==> config.mk <==
export PLATFORM = sky130hd
export DESIGN_NAME = arinc_rx_validator
export DESIGN_NICKNAME = d
export VERILOG_FILES = /design/src/rtl/arinc_rxv_pkg.sv /design/src/rtl/arinc_rxv_sampler.sv /design/src/rtl/arinc_rxv_detect.sv /design/src/rtl/arinc_rxv_ctrl.sv /design/src/rtl/arinc_rx_validator.sv
export SDC_FILE = /design/constraint.sdc
export NUM_CORES = 1
export LEC_CHECK = 0
export ABC_CLOCK_PERIOD_IN_PS = 3450
export BUFFER_PORTS_ARGS = -buffer_cell sky130_fd_sc_hd__buf_2
export CAP_MARGIN = 20
export CORE_ASPECT_RATIO = 0.7
export CORE_UTILIZATION = 45
export DETAILED_ROUTE_END_ITERATION = 7
export PLACE_DENSITY = 0.74
export SLEW_MARGIN = 20
export SYNTH_ARGS = -nofsm -noshare
export SYNTH_HDL_FRONTEND = slang
export SYNTH_HIERARCHICAL = 1
export SYNTH_SLANG_ARGS = --single-unit
==> constraint.sdc <==
create_clock -name clk -period 3.45 [get_ports clk]
set_input_delay 0.1725 -clock clk [delete_from_list [all_inputs] [get_ports clk]]
set_output_delay 0.1725 -clock clk [all_outputs]
set_load 0.01 [all_outputs]
==> src/rtl/arinc_rxv_pkg.sv <==
// Package: shared defaults and line classification for the ARINC 429
// receive bit validator. Assumes comparator outputs are already synchronous.
package arinc_rxv_pkg;

    localparam int WORD_BITS_D  = 32;  // bits per word
    localparam int SR_LEN_D     = 10;  // sampling history length
    localparam int RUN_LEN_D    = 3;   // identical samples for a settled level
    localparam int SPC_MIN_D    = 8;   // minimum samples between bits
    localparam int SPC_MAX_D    = 12;  // maximum samples between bits
    localparam int GAP_PERIOD_D = 10;  // samples between gap checks
    localparam int GAP_NEED_D   = 3;   // gap checks needed before a word
    localparam int LS_DIV_D     = 8;   // clocks per sample in low speed

    typedef enum logic [1:0] {
        LV_NULL = 2'd0,
        LV_ONE  = 2'd1,
        LV_ZERO = 2'd2,
        LV_BAD  = 2'd3
    } line_lvl_t;

    // Map the two comparator outputs to a line level.
    function automatic line_lvl_t classify(input logic pos, input logic neg);
        case ({pos, neg})
            2'b00:   return LV_NULL;
            2'b10:   return LV_ONE;
            2'b01:   return LV_ZERO;
            default: return LV_BAD;
        endcase
    endfunction

endpackage

==> src/rtl/arinc_rxv_sampler.sv <==
// Sampler: makes the sample strobe (every clock, or every LS_DIV clocks in
// low speed) and keeps a history register per line level.
// Assumes line inputs are stable around the strobe.
module arinc_rxv_sampler
    import arinc_rxv_pkg::*;
#(
    parameter int SR_LEN  = SR_LEN_D,
    parameter int RUN_LEN = RUN_LEN_D,
    parameter int LS_DIV  = LS_DIV_D
) (
    input  logic                      clk,
    input  logic                      rst_n,
    input  logic                      line_a,
    input  logic                      line_b,
    input  logic                      low_speed,
    output logic                      fresh,
    output logic [SR_LEN-RUN_LEN-1:0] one_up,
    output logic [SR_LEN-RUN_LEN-1:0] zero_up,
    output logic [RUN_LEN:0]          null_low,
    output logic [RUN_LEN-1:0]        null_top
);
    localparam int DIV_W = (LS_DIV > 1) ? $clog2(LS_DIV) : 1;
    localparam logic [DIV_W-1:0] DIV_LAST = DIV_W'(LS_DIV - 1);

    logic [DIV_W-1:0]  div_q;
    logic              s_tick;
    logic [SR_LEN-1:0] one_sr, zero_sr, null_sr;
    line_lvl_t         lvl;

    assign lvl    = classify(line_a, line_b);
    assign s_tick = !low_speed || (div_q == DIV_LAST);

    // Free-running divider for the low-speed sample strobe.
    always_ff @(posedge clk) begin : p_div
        if (!rst_n)                div_q <= '0;
        else if (div_q == DIV_LAST) div_q <= '0;
        else                       div_q <= div_q + 1'b1;
    end

    // Shift the current level into the histories on each strobe.
    always_ff @(posedge clk) begin : p_hist
        if (!rst_n) begin
            one_sr  <= '0;
            zero_sr <= '0;
            null_sr <= '0;
            fresh   <= 1'b0;
        end else begin
            fresh <= s_tick;
            if (s_tick) begin
                one_sr  <= {one_sr[SR_LEN-2:0],  lvl == LV_ONE};
                zero_sr <= {zero_sr[SR_LEN-2:0], lvl == LV_ZERO};
                null_sr <= {null_sr[SR_LEN-2:0], lvl == LV_NULL};
            end
        end
    end

    assign one_up   = one_sr[SR_LEN-1:RUN_LEN];
    assign zero_up  = zero_sr[SR_LEN-1:RUN_LEN];
    assign null_low = null_sr[RUN_LEN:0];
    assign null_top = null_sr[SR_LEN-1 -: RUN_LEN];

    AST_LS_STROBE_SPACED: assert property (@(posedge clk) disable iff (!rst_n)
        (low_speed && s_tick) |=> (!s_tick || !low_speed)) else $error("low-speed strobe repeated");

endmodule

==> src/rtl/arinc_rxv_detect.sv <==
// Detector: finds a data bit (settled One/Zero run in the older part of the
// history followed by a just-settled Null run) and a gap Null (Null runs at
// both ends of the history). Outputs are valid only on fresh samples.
module arinc_rxv_detect #(
    parameter int SR_LEN  = 10,
    parameter int RUN_LEN = 3
) (
    input  logic                      clk,
    input  logic                      rst_n,
    input  logic                      fresh,
    input  logic [SR_LEN-RUN_LEN-1:0] one_up,
    input  logic [SR_LEN-RUN_LEN-1:0] zero_up,
    input  logic [RUN_LEN:0]          null_low,
    input  logic [RUN_LEN-1:0]        null_top,
    output logic                      bit_evt,
    output logic                      bit_val,
    output logic                      gap_null
);
    localparam int NPOS = SR_LEN - 2 * RUN_LEN + 1;
    localparam logic [RUN_LEN:0] SETTLE = {1'b0, {RUN_LEN{1'b1}}};

    logic [NPOS-1:0] one_hit, zero_hit;
    logic            any_one, any_zero, settle;

    // One run detector per start position in the older history.
    for (genvar i = 0; i < NPOS; i++) begin : g_run
        assign one_hit[i]  = &one_up[i +: RUN_LEN];
        assign zero_hit[i] = &zero_up[i +: RUN_LEN];
    end

    assign any_one  = |one_hit;
    assign any_zero = |zero_hit;
    assign settle   = (null_low == SETTLE);
    assign bit_evt  = fresh && settle && (any_one ^ any_zero);
    assign bit_val  = any_one;
    assign gap_null = (&null_top) && (&null_low[RUN_LEN-1:0]);

    AST_EVT_SINGLE: assert property (@(posedge clk) disable iff (!rst_n)
        bit_evt |=> !bit_evt) else $error("bit seen twice");

endmodule

==> src/rtl/arinc_rxv_ctrl.sv <==
// Controller: measures bit spacing, runs the word-gap timer and count,
// assembles bits into a word and emits the one-clock word strobe.
// Assumes bit_evt is only asserted on fresh samples.
module arinc_rxv_ctrl #(
    parameter int WORD_BITS  = 32,
    parameter int SPC_MIN    = 8,
    parameter int SPC_MAX    = 12,
    parameter int GAP_PERIOD = 10,
    parameter int GAP_NEED   = 3
) (
    input  logic                 clk,
    input  logic                 rst_n,
    input  logic                 fresh,
    input  logic                 bit_evt,
    input  logic                 bit_val,
    input  logic                 gap_null,
    input  logic                 discrim_en,
    output logic                 word_valid,
    output logic [WORD_BITS-1:0] word_data
);
    localparam int CNT_W = $clog2(WORD_BITS);
    localparam int SPC_W = $clog2(SPC_MAX + 1) + 1;
    localparam int TMR_W = $clog2(GAP_PERIOD);
    localparam int GAP_W = $clog2(GAP_NEED + 1);
    localparam logic [CNT_W-1:0] LAST_IDX = CNT_W'(WORD_BITS - 1);
    localparam logic [SPC_W-1:0] SPC_LO   = SPC_W'(SPC_MIN);
    localparam logic [SPC_W-1:0] SPC_HI   = SPC_W'(SPC_MAX);
    localparam logic [SPC_W-1:0] SPC_SAT  = '1;
    localparam logic [TMR_W-1:0] TMR_LAST = TMR_W'(GAP_PERIOD - 1);
    localparam logic [GAP_W-1:0] GAP_OK   = GAP_W'(GAP_NEED);

    logic [CNT_W-1:0]     bit_cnt;
    logic [SPC_W-1:0]     spc;
    logic [TMR_W-1:0]     gap_tmr;
    logic [GAP_W-1:0]     gap_cnt;
    logic [WORD_BITS-1:0] shreg, shreg_nxt;
    logic                 spacing_ok;

    assign spacing_ok = (spc >= SPC_LO) && (spc <= SPC_HI);

    // Word image with the incoming bit placed at its arrival index.
    always_comb begin : p_nxt
        shreg_nxt          = shreg;
        shreg_nxt[bit_cnt] = bit_val;
    end

    // Spacing counter, gap timer and word assembly.
    always_ff @(posedge clk) begin : p_ctrl
        if (!rst_n) begin
            bit_cnt    <= '0;
            spc        <= '0;
            gap_tmr    <= '0;
            gap_cnt    <= GAP_OK;
            shreg      <= '0;
            word_valid <= 1'b0;
            word_data  <= '0;
        end else begin
            word_valid <= 1'b0;
            if (fresh) begin
                if (bit_evt)           spc <= SPC_W'(1);
                else if (spc != SPC_SAT) spc <= spc + 1'b1;

                if (gap_cnt != GAP_OK) begin
                    if (gap_tmr == TMR_LAST) begin
                        gap_tmr <= '0;
                        if (gap_null) gap_cnt <= gap_cnt + 1'b1;
                    end else begin
                        gap_tmr <= gap_tmr + 1'b1;
                    end
                end

                if (bit_evt) begin
                    if (bit_cnt == '0) begin
                        if (gap_cnt == GAP_OK) begin
                            shreg   <= shreg_nxt;
                            bit_cnt <= CNT_W'(1);
                        end else begin
                            gap_cnt <= '0;
                            gap_tmr <= '0;
                        end
                    end else if (discrim_en && !spacing_ok) begin
                        bit_cnt <= '0;
                        gap_cnt <= '0;
                        gap_tmr <= '0;
                    end else if (bit_cnt == LAST_IDX) begin
                        word_valid <= 1'b1;
                        word_data  <= shreg_nxt;
                        bit_cnt    <= '0;
                        gap_cnt    <= '0;
                        gap_tmr    <= '0;
                    end else begin
                        shreg   <= shreg_nxt;
                        bit_cnt <= bit_cnt + 1'b1;
                    end
                end
            end
        end
    end

    AST_WORD_PULSE: assert property (@(posedge clk) disable iff (!rst_n)
        word_valid |=> !word_valid) else $error("strobe longer than a clock");
    AST_EARLY_DROP: assert property (@(posedge clk) disable iff (!rst_n)
        (bit_evt && bit_cnt == '0 && gap_cnt != GAP_OK) |=> (bit_cnt == '0 && !word_valid))
        else $error("bit accepted inside gap");
    AST_GAP_HOLD: assert property (@(posedge clk) disable iff (!rst_n)
        (gap_cnt == GAP_OK && !bit_evt) |=> gap_cnt == GAP_OK) else $error("gap lost");
    AST_SPACING_ABORT: assert property (@(posedge clk) disable iff (!rst_n)
        (bit_evt && bit_cnt != '0 && discrim_en && !spacing_ok) |=> (bit_cnt == '0 && !word_valid))
        else $error("spacing violation kept");

endmodule

==> src/rtl/arinc_rx_validator.sv <==
// Top: ARINC 429 receive bit validator. Samples the two comparator outputs,
// recognises bits, enforces spacing and word gap, and emits whole words.
// Assumes clk is the 1 MHz sampling clock and inputs are synchronous.
module arinc_rx_validator
    import arinc_rxv_pkg::*;
#(
    parameter int WORD_BITS  = WORD_BITS_D,
    parameter int SR_LEN     = SR_LEN_D,
    parameter int RUN_LEN    = RUN_LEN_D,
    parameter int SPC_MIN    = SPC_MIN_D,
    parameter int SPC_MAX    = SPC_MAX_D,
    parameter int GAP_PERIOD = GAP_PERIOD_D,
    parameter int GAP_NEED   = GAP_NEED_D,
    parameter int LS_DIV     = LS_DIV_D
) (
    input  logic                 clk,
    input  logic                 rst_n,
    input  logic                 line_a,
    input  logic                 line_b,
    input  logic                 low_speed,
    input  logic                 discrim_en,
    output logic                 word_valid,
    output logic [WORD_BITS-1:0] word_data
);
    localparam int UP_W = SR_LEN - RUN_LEN;

    logic              fresh, bit_evt, bit_val, gap_null;
    logic [UP_W-1:0]   one_up, zero_up;
    logic [RUN_LEN:0]  null_low;
    logic [RUN_LEN-1:0] null_top;

    arinc_rxv_sampler #(.SR_LEN(SR_LEN), .RUN_LEN(RUN_LEN), .LS_DIV(LS_DIV)) u_smp (
        .clk(clk), .rst_n(rst_n), .line_a(line_a), .line_b(line_b),
        .low_speed(low_speed), .fresh(fresh), .one_up(one_up),
        .zero_up(zero_up), .null_low(null_low), .null_top(null_top)
    );

    arinc_rxv_detect #(.SR_LEN(SR_LEN), .RUN_LEN(RUN_LEN)) u_det (
        .clk(clk), .rst_n(rst_n), .fresh(fresh), .one_up(one_up),
        .zero_up(zero_up), .null_low(null_low), .null_top(null_top),
        .bit_evt(bit_evt), .bit_val(bit_val), .gap_null(gap_null)
    );

    arinc_rxv_ctrl #(.WORD_BITS(WORD_BITS), .SPC_MIN(SPC_MIN), .SPC_MAX(SPC_MAX),
                     .GAP_PERIOD(GAP_PERIOD), .GAP_NEED(GAP_NEED)) u_ctl (
        .clk(clk), .rst_n(rst_n), .fresh(fresh), .bit_evt(bit_evt),
        .bit_val(bit_val), .gap_null(gap_null), .discrim_en(discrim_en),
        .word_valid(word_valid), .word_data(word_data)
    );

endmodule

==> metrics.yaml <==
vias_per_cell: 5.851
die-width_um: 135.8
layout_common_cells: "115 x dfxtp_1, 73 x nand2_1, 64 x a21oi_1"
multi_input_area_um2: 2894
clk_latency_ns: 0.40
synthFlopType: "dfxtp_1"
crit_path_start_kind: "flip-flop"
max_freq_mhz: 335.4
synth-seq-cells: 115
port_buffers: 38
finalClockSkew_ns: 0.01014
p_leak_uw: 0.002363
n_antenna_cell: 0
endpoint_kind: "flip-flop"
gp_congestion: 0.8190
clkTransAtPathRegs_ns: 0.06
cap_violations: 0
grt_pass1_vias: 4191
power.total_uw: 3195
start_util_pct: 47.08
ys_async_sr_fraction_pct: 0
post-route-period-util_pct: 86.42
drt_iter0_markers: 275
dp_slack_ns: 0.4981
fin_setup_tns_ns: 0
setup_viol: 0
relSlewSlack_pct: 41.02
wl_per_cell_um: 15.68
fp.dieH_um: 95.65
nets: 626
hpwl_mm: 7.673
finalHoldViolCount: 0
top_layer: "met4"
status: "finished, final reports clean"
wl_met1_mm: 5.824
synth.net_count: 631
post_cts_buffers: 0
routed-wl-met2_mm: 5.684
yosysWarnings: 6
critPathMaxFanout: 32
p_per_area_nw_per_um2: 504.6
coreArea_um2: 11970
cts_buffers: 17
via_count: 4546
grt_pass1_wl_mm: 20.19
drive_above_1_share_pct: 18.39
ant_nets: 0
seqCellArea_um2: 2302
wl_met3_um: 528
root_buffer: "clkbuf_16"
hold_buffers: 0
cp_data_required_time_ns: 3.69
fillers: 1060
antenna_found_initial: 0
fin_ws_ns: 0.4684
grt_usage_pct: 19.70
syn_to_final_growth_pct: 12.29
vdd_ir_drop_max_mv: 0.3007
htree_levels: 4
report.final.slew_viol_count: 0
die_area_um2: 12990
finalWirelength_mm: 12.19
critical_path_class: "reg -> reg"
synth_cell_type_count: 58
grt_setup_unrepaired: "false"
num_rows: 33
synthCells: 612
grt_overflow_total: 0
syn_area_per_cell_um2: 9.212
ctsResizeCount: 0
layout_commonest_cell: "dfxtp_1"
clockBufferDepth: 2
cts.sinks: 115
firstDrtPassIters: 5
drc_errors: 0
cp.arrival_ns: 3.22
worst_pin_slew_ns: 0.8847
pin_count: 39
synth_area_um2: 5638
ys_seq_area_share_pct: 40.83
grt_max_degree: 64
fin_crit_ns: 2.982
hold_path_class: "in -> reg"
synth_edf_count: 0
cts_tree: "built"
-- synthesized netlist by cell type, drive strengths merged, types with 2 or more instances --
cell | instances | area [um^2]
and2 | 5 | 31.28
o21a | 2 | 15.01
and3b | 2 | 17.52
nor4b | 5 | 65.06
a211oi | 57 | 495.5
nand2 | 73 | 274.0
and3 | 5 | 31.28
nand2b | 4 | 32.53
nand4b | 13 | 113.9
buf | 39 | 274.0
o211a | 7 | 70.07
o211ai | 9 | 72.57
dfxtp | 115 | 2302
clkbuf | 35 | 131.4
ha | 13 | 162.7
nand3 | 18 | 95.09
a21boi | 30 | 259.0
nand3b | 4 | 30.03
nor3 | 5 | 25.02
o21ai | 11 | 55.05
a22oi | 2 | 15.01
nor2 | 10 | 37.54
o2bb2ai | 2 | 17.52
a21oi | 64 | 320.3
o31ai | 2 | 15.01
xnor2 | 2 | 17.52
nor2b | 3 | 26.27
nor4bb | 10 | 100.1
inv | 13 | 48.80
mux2i | 34 | 340.3
nand4 | 5 | 31.28
-- state kept, by name (all words and copies together) (netlist names) --
name,flops
u_ctl/bit_cnt,5
u_ctl/gap_cnt,2
u_ctl/gap_tmr,4
u_smp/div_q,3
u_ctl/word_valid,1
u_smp/fresh,1
u_smp/one_sr,10
u_ctl/spc,5
u_smp/null_sr,10
u_smp/zero_sr,10
u_ctl/word_data,32
u_ctl/shreg,32
-- routing by layer --
layer / up-vias / global-route usage, %
met5: - / 0
met4: 0 / 8.146
met3: 16 / 3.775
met2: 115 / 31.93
met1: 2208 / 25.75
li1: 2207 / -
-- power by group --
group	internal [uW]	total [uW]	leakage [uW]	switching (uW)
logic	20.8	65.5	0.00114	44.7
clock network	1170	1790	0.000295	616
registers	1340	1340	0.000927	6.37
total	2530	3190	0.00236	667
-- critical path, cell delays in order (launching register included) --
cell and delay [ns]:
dfxtp_1 0.33, o211ai_1 0.23, nand3_2 0.13, xnor2_1 0.17
nor4b_2 0.26, buf_4 0.18, nand2_1 0.20, a211oi_2 0.27
buf_4 0.36, and2_1 0.18, buf_4 0.34, a211oi_1 0.14
-- cell families after synthesis --
family                     synth area share, %
and+or+nand+nor                          16.80
AOI/OAI and AO/OA                        24.88
buffers and inverters                    8.056
muxes                                    6.236
adders and majority gates                2.885
DFF                                      40.83
xor gates and xnor gates                0.3108
-- cell type report --
class / count / share of cell area, %
multi-input cells: 410 / 45.71
flip-flops and latches: 115 / 36.36
clock buffers: 19 / 7.154
repair buffers: 50 / 4.427
well taps: 157 / 3.103
clock inverters: 13 / 2.451
inverters: 13 / 0.7905
-- through the flow --
stage / hold slack, ns / utilization (%) / area [um^2] / std cells
5_1_grt: 0.05283 / 52.87 / 6331 / 777
4_1_cts: 0.03988 / 52.76 / 6317 / 777
3_3_place_gp: 0.4142 / 47.68 / 5709 / 745
2_1_floorplan: 0.3256 / - / 5638 / 612
6_report: 0.05309 / 52.87 / 6331 / 777
3_5_place_dp: 0.4438 / 47.68 / 5709 / 745
-- path summary, 6_finish.rpt --
| kind | end | slack (ns) | start | depth (start not counted) |
|---|---|---|---|---|
| setup / recovery | u_ctl/shreg[14]$_SDFFE_PN0P_ | 0.47 | u_smp/one_sr[5]$_SDFFE_PN0P_ | 11 |
| setup reg to reg | u_ctl/shreg[14]$_SDFFE_PN0P_ | 0.47 | u_smp/one_sr[5]$_SDFFE_PN0P_ | 11 |
| hold reg to reg | u_smp/div_q[0]$_SDFF_PP0_ | 0.45 | u_smp/div_q[0]$_SDFF_PP0_ | 1 |
| hold / removal | u_smp/one_sr[0]$_SDFFE_PN0P_ | 0.05 | line_a | 3 |
Note: power is estimated with default switching activity, not from simulation.
